**config.mk**
```make
export PLATFORM = sky130hd
export DESIGN_NAME = hsr_status
export DESIGN_NICKNAME = d
export VERILOG_FILES = /design/src/rtl/hsr_pkg.sv /design/src/rtl/hsr_flag.sv /design/src/rtl/hsr_mirror.sv /design/src/rtl/hsr_ctl_reg.sv /design/src/rtl/hsr_irq.sv /design/src/rtl/hsr_status.sv
export SDC_FILE = /design/constraint.sdc
export NUM_CORES = 1
export LEC_CHECK = 0
export ABC_AREA = 1
export BUFFER_PORTS_ARGS = -buffer_cell sky130_fd_sc_hd__buf_2
export CORE_UTILIZATION = 28
export CTS_CLUSTER_DIAMETER = 60
export DETAILED_ROUTE_END_ITERATION = 7
export PLACE_DENSITY = 0.77
export SETUP_SLACK_MARGIN = 0.4
export SLEW_MARGIN = 40
export SYNTH_ARGS = -nofsm -noshare
export SYNTH_HDL_FRONTEND = slang
export SYNTH_SLANG_ARGS = --single-unit
```
**constraint.sdc**
```tcl
create_clock -name clk -period 0.8 [get_ports clk]
set_input_delay 0.08 -clock clk [delete_from_list [all_inputs] [get_ports clk]]
set_output_delay 0.08 -clock clk [all_outputs]
set_load 0.03 [all_outputs]
```
**src/rtl/hsr_pkg.sv**
```systemverilog
// Package: shared field positions and the control register layout for the
// handshake status block. Assumes a 32-bit host data bus.
package hsr_pkg;

    // Control register contents captured from a host control write.
    typedef struct packed {
        logic rd_ie;     // interrupt when return data is waiting
        logic wr_ie;     // interrupt when host word has been taken
        logic proc_en;   // processor released from reset when set
    } hsr_ctl_t;

    localparam int unsigned HSR_CTL_W = $bits(hsr_ctl_t);

endpackage

```
**src/rtl/hsr_flag.sv**
```systemverilog
// Module: one handshake flag with independent set and clear requests.
// Assumes set and clear are synchronous levels; SET_WINS picks the
// winner when both arrive together.
module hsr_flag #(
    parameter bit SET_WINS = 1'b1
) (
    input  logic clk,
    input  logic rst_n,
    input  logic set_i,
    input  logic clr_i,
    output logic flag_o
);

    logic flag_d;

    // Next-state selection with the configured priority.
    generate
        if (SET_WINS) begin : g_set_pri
            always_comb flag_d = set_i | (flag_o & ~clr_i);
        end else begin : g_clr_pri
            always_comb flag_d = ~clr_i & (set_i | flag_o);
        end
    endgenerate

    // Flag storage, cleared by reset.
    always_ff @(posedge clk) begin
        if (!rst_n) flag_o <= 1'b0;
        else        flag_o <= flag_d;
    end

endmodule

```
**src/rtl/hsr_mirror.sv**
```systemverilog
// Module: re-registers the flags for host readback so the host copy
// changes only on a bus clock rising edge. STAGES >= 1.
module hsr_mirror #(
    parameter int unsigned W      = 2,
    parameter int unsigned STAGES = 1
) (
    input  logic         clk,
    input  logic         rst_n,
    input  logic [W-1:0] src_i,
    output logic [W-1:0] host_o
);

    logic [W-1:0] stage_q [STAGES];

    genvar s;
    generate
        for (s = 0; s < STAGES; s++) begin : g_stage
            // One mirror register per stage, fed from the previous one.
            if (s == 0) begin : g_first
                always_ff @(posedge clk) begin
                    if (!rst_n) stage_q[0] <= '0;
                    else        stage_q[0] <= src_i;
                end
            end else begin : g_next
                always_ff @(posedge clk) begin
                    if (!rst_n) stage_q[s] <= '0;
                    else        stage_q[s] <= stage_q[s-1];
                end
            end
        end
    endgenerate

    assign host_o = stage_q[STAGES-1];

endmodule

```
**src/rtl/hsr_ctl_reg.sv**
```systemverilog
// Module: host-written control register holding both interrupt enables
// and the processor enable. Field positions are parameters.
module hsr_ctl_reg
    import hsr_pkg::*;
#(
    parameter int unsigned DATA_W  = 32,
    parameter int unsigned RIE_BIT = 2,
    parameter int unsigned WIE_BIT = 1,
    parameter int unsigned PEN_BIT = 0
) (
    input  logic              clk,
    input  logic              rst_n,
    input  logic              wr_i,
    input  logic [DATA_W-1:0] wdata_i,
    output hsr_ctl_t          ctl_o
);

    hsr_ctl_t ctl_d;

    // Extract the fields from the write data.
    always_comb begin
        ctl_d.rd_ie   = wdata_i[RIE_BIT];
        ctl_d.wr_ie   = wdata_i[WIE_BIT];
        ctl_d.proc_en = wdata_i[PEN_BIT];
    end

    // Control storage, loaded on a host control write.
    always_ff @(posedge clk) begin
        if (!rst_n)    ctl_o <= '0;
        else if (wr_i) ctl_o <= ctl_d;
    end

endmodule

```
**src/rtl/hsr_irq.sv**
```systemverilog
// Module: combines the masked handshake conditions into a registered
// active-low interrupt. Assumes all inputs come from registers.
module hsr_irq (
    input  logic clk,
    input  logic rst_n,
    input  logic rreq_i,
    input  logic wacc_i,
    input  logic rd_ie_i,
    input  logic wr_ie_i,
    output logic irq_n_o
);

    logic cause;

    // Either enabled condition requests the interrupt.
    always_comb cause = (rreq_i & rd_ie_i) | (wacc_i & wr_ie_i);

    // Output register, so the host sees no combinational path.
    always_ff @(posedge clk) begin
        if (!rst_n) irq_n_o <= 1'b1;
        else        irq_n_o <= ~cause;
    end

endmodule

```
**src/rtl/hsr_status.sv**
```systemverilog
// Module: handshake status and interrupt register (top).
// Holds the write-request and read-request flags, the write-accepted
// state, the control register, the host readback mirror and the
// interrupt. Assumes processor strobes are synchronous to clk.
module hsr_status
    import hsr_pkg::*;
#(
    parameter int unsigned DATA_W      = 32,
    parameter int unsigned RREQ_BIT    = 23,
    parameter int unsigned WREQ_BIT    = 22,
    parameter int unsigned RIE_BIT     = 2,
    parameter int unsigned WIE_BIT     = 1,
    parameter int unsigned PEN_BIT     = 0,
    parameter int unsigned MIRROR_STGS = 1
) (
    input  logic              clk,
    input  logic              rst_n,
    input  logic              hst_data_wr,
    input  logic              hst_data_rd,
    input  logic              hst_ctl_wr,
    input  logic [DATA_W-1:0] hst_wdata,
    input  logic              proc_take,
    input  logic              proc_post,
    output logic [DATA_W-1:0] sts_rdata,
    output logic              irq_n,
    output logic              proc_reset
);

    localparam int unsigned NFLAG = 2;
    localparam int unsigned IDX_R = 1;
    localparam int unsigned IDX_W = 0;

    logic             wreq_q;
    logic             rreq_q;
    logic             wacc_q;
    logic             wacc_set;
    logic [NFLAG-1:0] flags_src;
    logic [NFLAG-1:0] flags_host;
    hsr_ctl_t         ctl_q;

    // Host write raises the write request; processor take drops it.
    hsr_flag #(.SET_WINS(1'b1)) u_wreq (
        .clk(clk), .rst_n(rst_n),
        .set_i(hst_data_wr), .clr_i(proc_take), .flag_o(wreq_q)
    );

    // Processor post raises the read request; host read drops it.
    hsr_flag #(.SET_WINS(1'b1)) u_rreq (
        .clk(clk), .rst_n(rst_n),
        .set_i(proc_post), .clr_i(hst_data_rd), .flag_o(rreq_q)
    );

    // Write-accepted: a pending request that the processor has taken.
    always_comb wacc_set = wreq_q & proc_take & ~hst_data_wr;

    hsr_flag #(.SET_WINS(1'b0)) u_wacc (
        .clk(clk), .rst_n(rst_n),
        .set_i(wacc_set), .clr_i(hst_data_wr), .flag_o(wacc_q)
    );

    // Control register written by the host.
    hsr_ctl_reg #(
        .DATA_W(DATA_W), .RIE_BIT(RIE_BIT),
        .WIE_BIT(WIE_BIT), .PEN_BIT(PEN_BIT)
    ) u_ctl (
        .clk(clk), .rst_n(rst_n),
        .wr_i(hst_ctl_wr), .wdata_i(hst_wdata), .ctl_o(ctl_q)
    );

    // Host-visible copy of the flags.
    always_comb begin
        flags_src        = '0;
        flags_src[IDX_R] = rreq_q;
        flags_src[IDX_W] = wreq_q;
    end

    hsr_mirror #(.W(NFLAG), .STAGES(MIRROR_STGS)) u_mirror (
        .clk(clk), .rst_n(rst_n),
        .src_i(flags_src), .host_o(flags_host)
    );

    // Place the mirrored flags in the status word.
    always_comb begin
        sts_rdata           = '0;
        sts_rdata[RREQ_BIT] = flags_host[IDX_R];
        sts_rdata[WREQ_BIT] = flags_host[IDX_W];
    end

    // Registered, maskable host interrupt.
    hsr_irq u_irq (
        .clk(clk), .rst_n(rst_n),
        .rreq_i(rreq_q), .wacc_i(wacc_q),
        .rd_ie_i(ctl_q.rd_ie), .wr_ie_i(ctl_q.wr_ie),
        .irq_n_o(irq_n)
    );

    // Processor reset is the inverse of the enable bit.
    assign proc_reset = ~ctl_q.proc_en;

endmodule

```
==> results.cfg <==
[critical_path]
critical_path_class = reg -> out
cp_cell_sequence = inv_2 -> buf_6
critPathArrivalTime_ps = 740
r2r-start = u_wacc.flag_o
startpoint_type = flop
critPathRequiredTime_ps = 720
cpPeakStageDelay_ps = 330
cp-startpoint = u_ctl.ctl_o[0]
worstPathMaxFanout = 2
cp-end-kind = output port
slowest_stage = dfxtp_2

[yosys]
synthTopCellsByCount = buf_4, nand2_1, dfxtp_1
yosysTopAreaCell = buf_4
async_reset_ff_share_pct = 0
synth_edf_count = 0
syn-instance-count = 74
syn_area_per_cell_um2 = 7.63
synth.area.top_cells = buf_4, dfxtp_1, nand2_1
synth_seq_cells = 9
yosys_most_used_dff = dfxtp_1
ys_seq_area_share_pct = 31.9
synth_area_um2 = 564
yosysWarnings = 0
yosysMostFrequentCell = buf_4
ys_types = 10
synth_top_area_share_pct = 39.9

[power_and_ir_drop]
comb_power_share_pct = 27.0
switching_share_pct = 36.5
p_clk_share_pct = 29.9
p_sw_uw = 414
powerDensity_nw_per_um2 = 1870
intPower_uw = 721
power_leakage_uw = 0.000347
finalPower_uw = 1130
ir_drop_uv = 736
p_seq_share_pct = 43.1

[floorplan]
die_x_um = 46.9
dieArea_um2 = 2200
design.core.area_um2 = 1800
fp-row-count = 15
die_h_um = 46.9
initial_core_util_pct = 31.3
boundaryPins = 73

[timing]
whs_ps = -4.08
rsz0062_at_grt = true
min_period_over_period_pct = 102
worst_slack_ps = -19.3
finalSetupViolCount = 1
fin_worst_skew_ps = 0.438
finalHoldViolations = 1
min_period_ps = 819
fmax_mhz = 1220
drv_slew = 0
fin_setup_tns_ps = -19.3

[global_route]
antenna_found_initial = 0
grt_pass1_vias = 254
overflow = 0
grt_max_degree = 10
grt_use_total_pct = 6.74
grt_pass1_wl_um = 972

[drt]
ant_nets = 0
wire_per_inst_um = 5.85
drc = 0
drtIter0Drc = 3
dr.pass1.iters = 2
vias_per_cell = 3.18
dr_total_vias = 363
drt_wl_total_um = 667

[min_path]
worstHoldStart = hst_data_rd
hold_class = in -> reg

[cells_and_area]
final_layout_size_suffix_gt1_share_pct = 37.1
syn_to_final_growth_pct = 7.32
n_antenna_cell = 0
multi_input_area_um2 = 229
nets = 129
regArea_um2 = 199
fill_cells = 203
fin_util_pct = 33.6

[job]
drv_cap = 0

[placement]
hpwlAfterDp_um = 570
gp_congestion = 0.613
port_buffers = 13

[cts]
h-tree-depth = 1
cts_tree = yes
cts.sinks = 9
post_cts_buffers = 0
clk_path_buf_depth = 2
ctsRootBufferMaster = clkbuf_4
cts_buffers = 3
clk_pin_slew_ps = 60
insertion_delay_ps = 250

[status]
violations = negative hold slack, negative setup slack
status = complete, but fails checks
==> worst max-delay path: cells and delay by family, from the launching register on <==
| family | cells | cell delay [ps] |
|---|---|---|
| buffers and inverters | 2 | 150 |
| DFF | 1 | 330 |
==> power by group through the flow <==
stage | registers [µW] | logic, µW | clock network (µW)
5_1_grt | 492 | 331 | 383
4_1_cts | 488 | 305 | 359
3_5_place_dp | 495 | 292 | 0
2_1_floorplan | 507 | 354 | 0
6_report | 489 | 306 | 340
3_3_place_gp | 494 | 289 | 0
==> cells by family after synthesis <==
| logic type | Yosys count | synth area share (%) |
|---|---|---|
| AOI/OAI and AO/OA | 3 | 4.66 |
| buffers and inverters | 39 | 47.2 |
| DFF | 9 | 31.9 |
| other | 1 | 0.665 |
| and+or+nand+nor | 22 | 15.5 |
==> per-stage QoR <==
step | hold WS [ps] | worst slack (ps) | cells | area, µm²
after global placement | 259 | 204 | 110 | 549
after CTS | -11.5 | -32.4 | 114 | 603
after floorplan | 158 | 260 | 103 | 689
after detailed placement | 264 | 204 | 110 | 549
final | -4.08 | -19.3 | 114 | 606
after global routing | -15.5 | -48.4 | 114 | 606
==> path summary, 6_finish.rpt <==
check                                     end  slack, ps  depth (start not counted)
worst min-delay path            u_rreq.flag_o         -4                          2
worst max register to register  u_irq.irq_n_o        210                          3
worst min register to register  u_wacc.flag_o        450                          2
worst max-delay path               proc_reset        -20                          2
==> final cells by class <==
| cell class | instances | share of cell area [%] |
|---|---|---|
| Multi-Input combinational cell | 55 | 37.8 |
| Sequential cell | 9 | 32.9 |
| Timing Repair Buffer | 13 | 14.9 |
| Tap cell | 25 | 5.17 |
| Inverter | 8 | 4.96 |
| Clock buffer | 4 | 4.34 |
==> placed cells by master, fill, tap and decap left out, types with 2 or more instances in the layout <==
cell,n
dfxtp_4,3
nand2_1,13
inv_2,2
buf_6,4
clkbuf_4,3
nor2_1,6
conb_1,30
o21ai_2,2
dfxtp_2,6
inv_1,6
buf_2,9
nand2_2,3
==> layer usage <==
metal	vias up	part of all wire (%)	GRT usage, %	wire (µm)
li1	185	-	-	-
met1	154	36	6.56	239
met2	24	53	10.8	354
met3	0	11	5.77	73
met4	0	0	1.71	0
met5	-	0	0	0
==> what timing repair did <==
action / in CTS / in global routing
pin swaps: 2 / 1
endpoints found under the setup margin: 13 / 13
hold endpoints to repair: 1 / 1
resized for setup: 10 / 2
==> state kept, by name, summed over array words and instances (netlist names) <==
register          count
u_ctl.ctl_o           3
u_mirror.stage_q      2
u_irq.irq_n_o         1
u_rreq.flag_o         1
u_wacc.flag_o         1
u_wreq.flag_o         1
(Power assumes the default switching activity.)
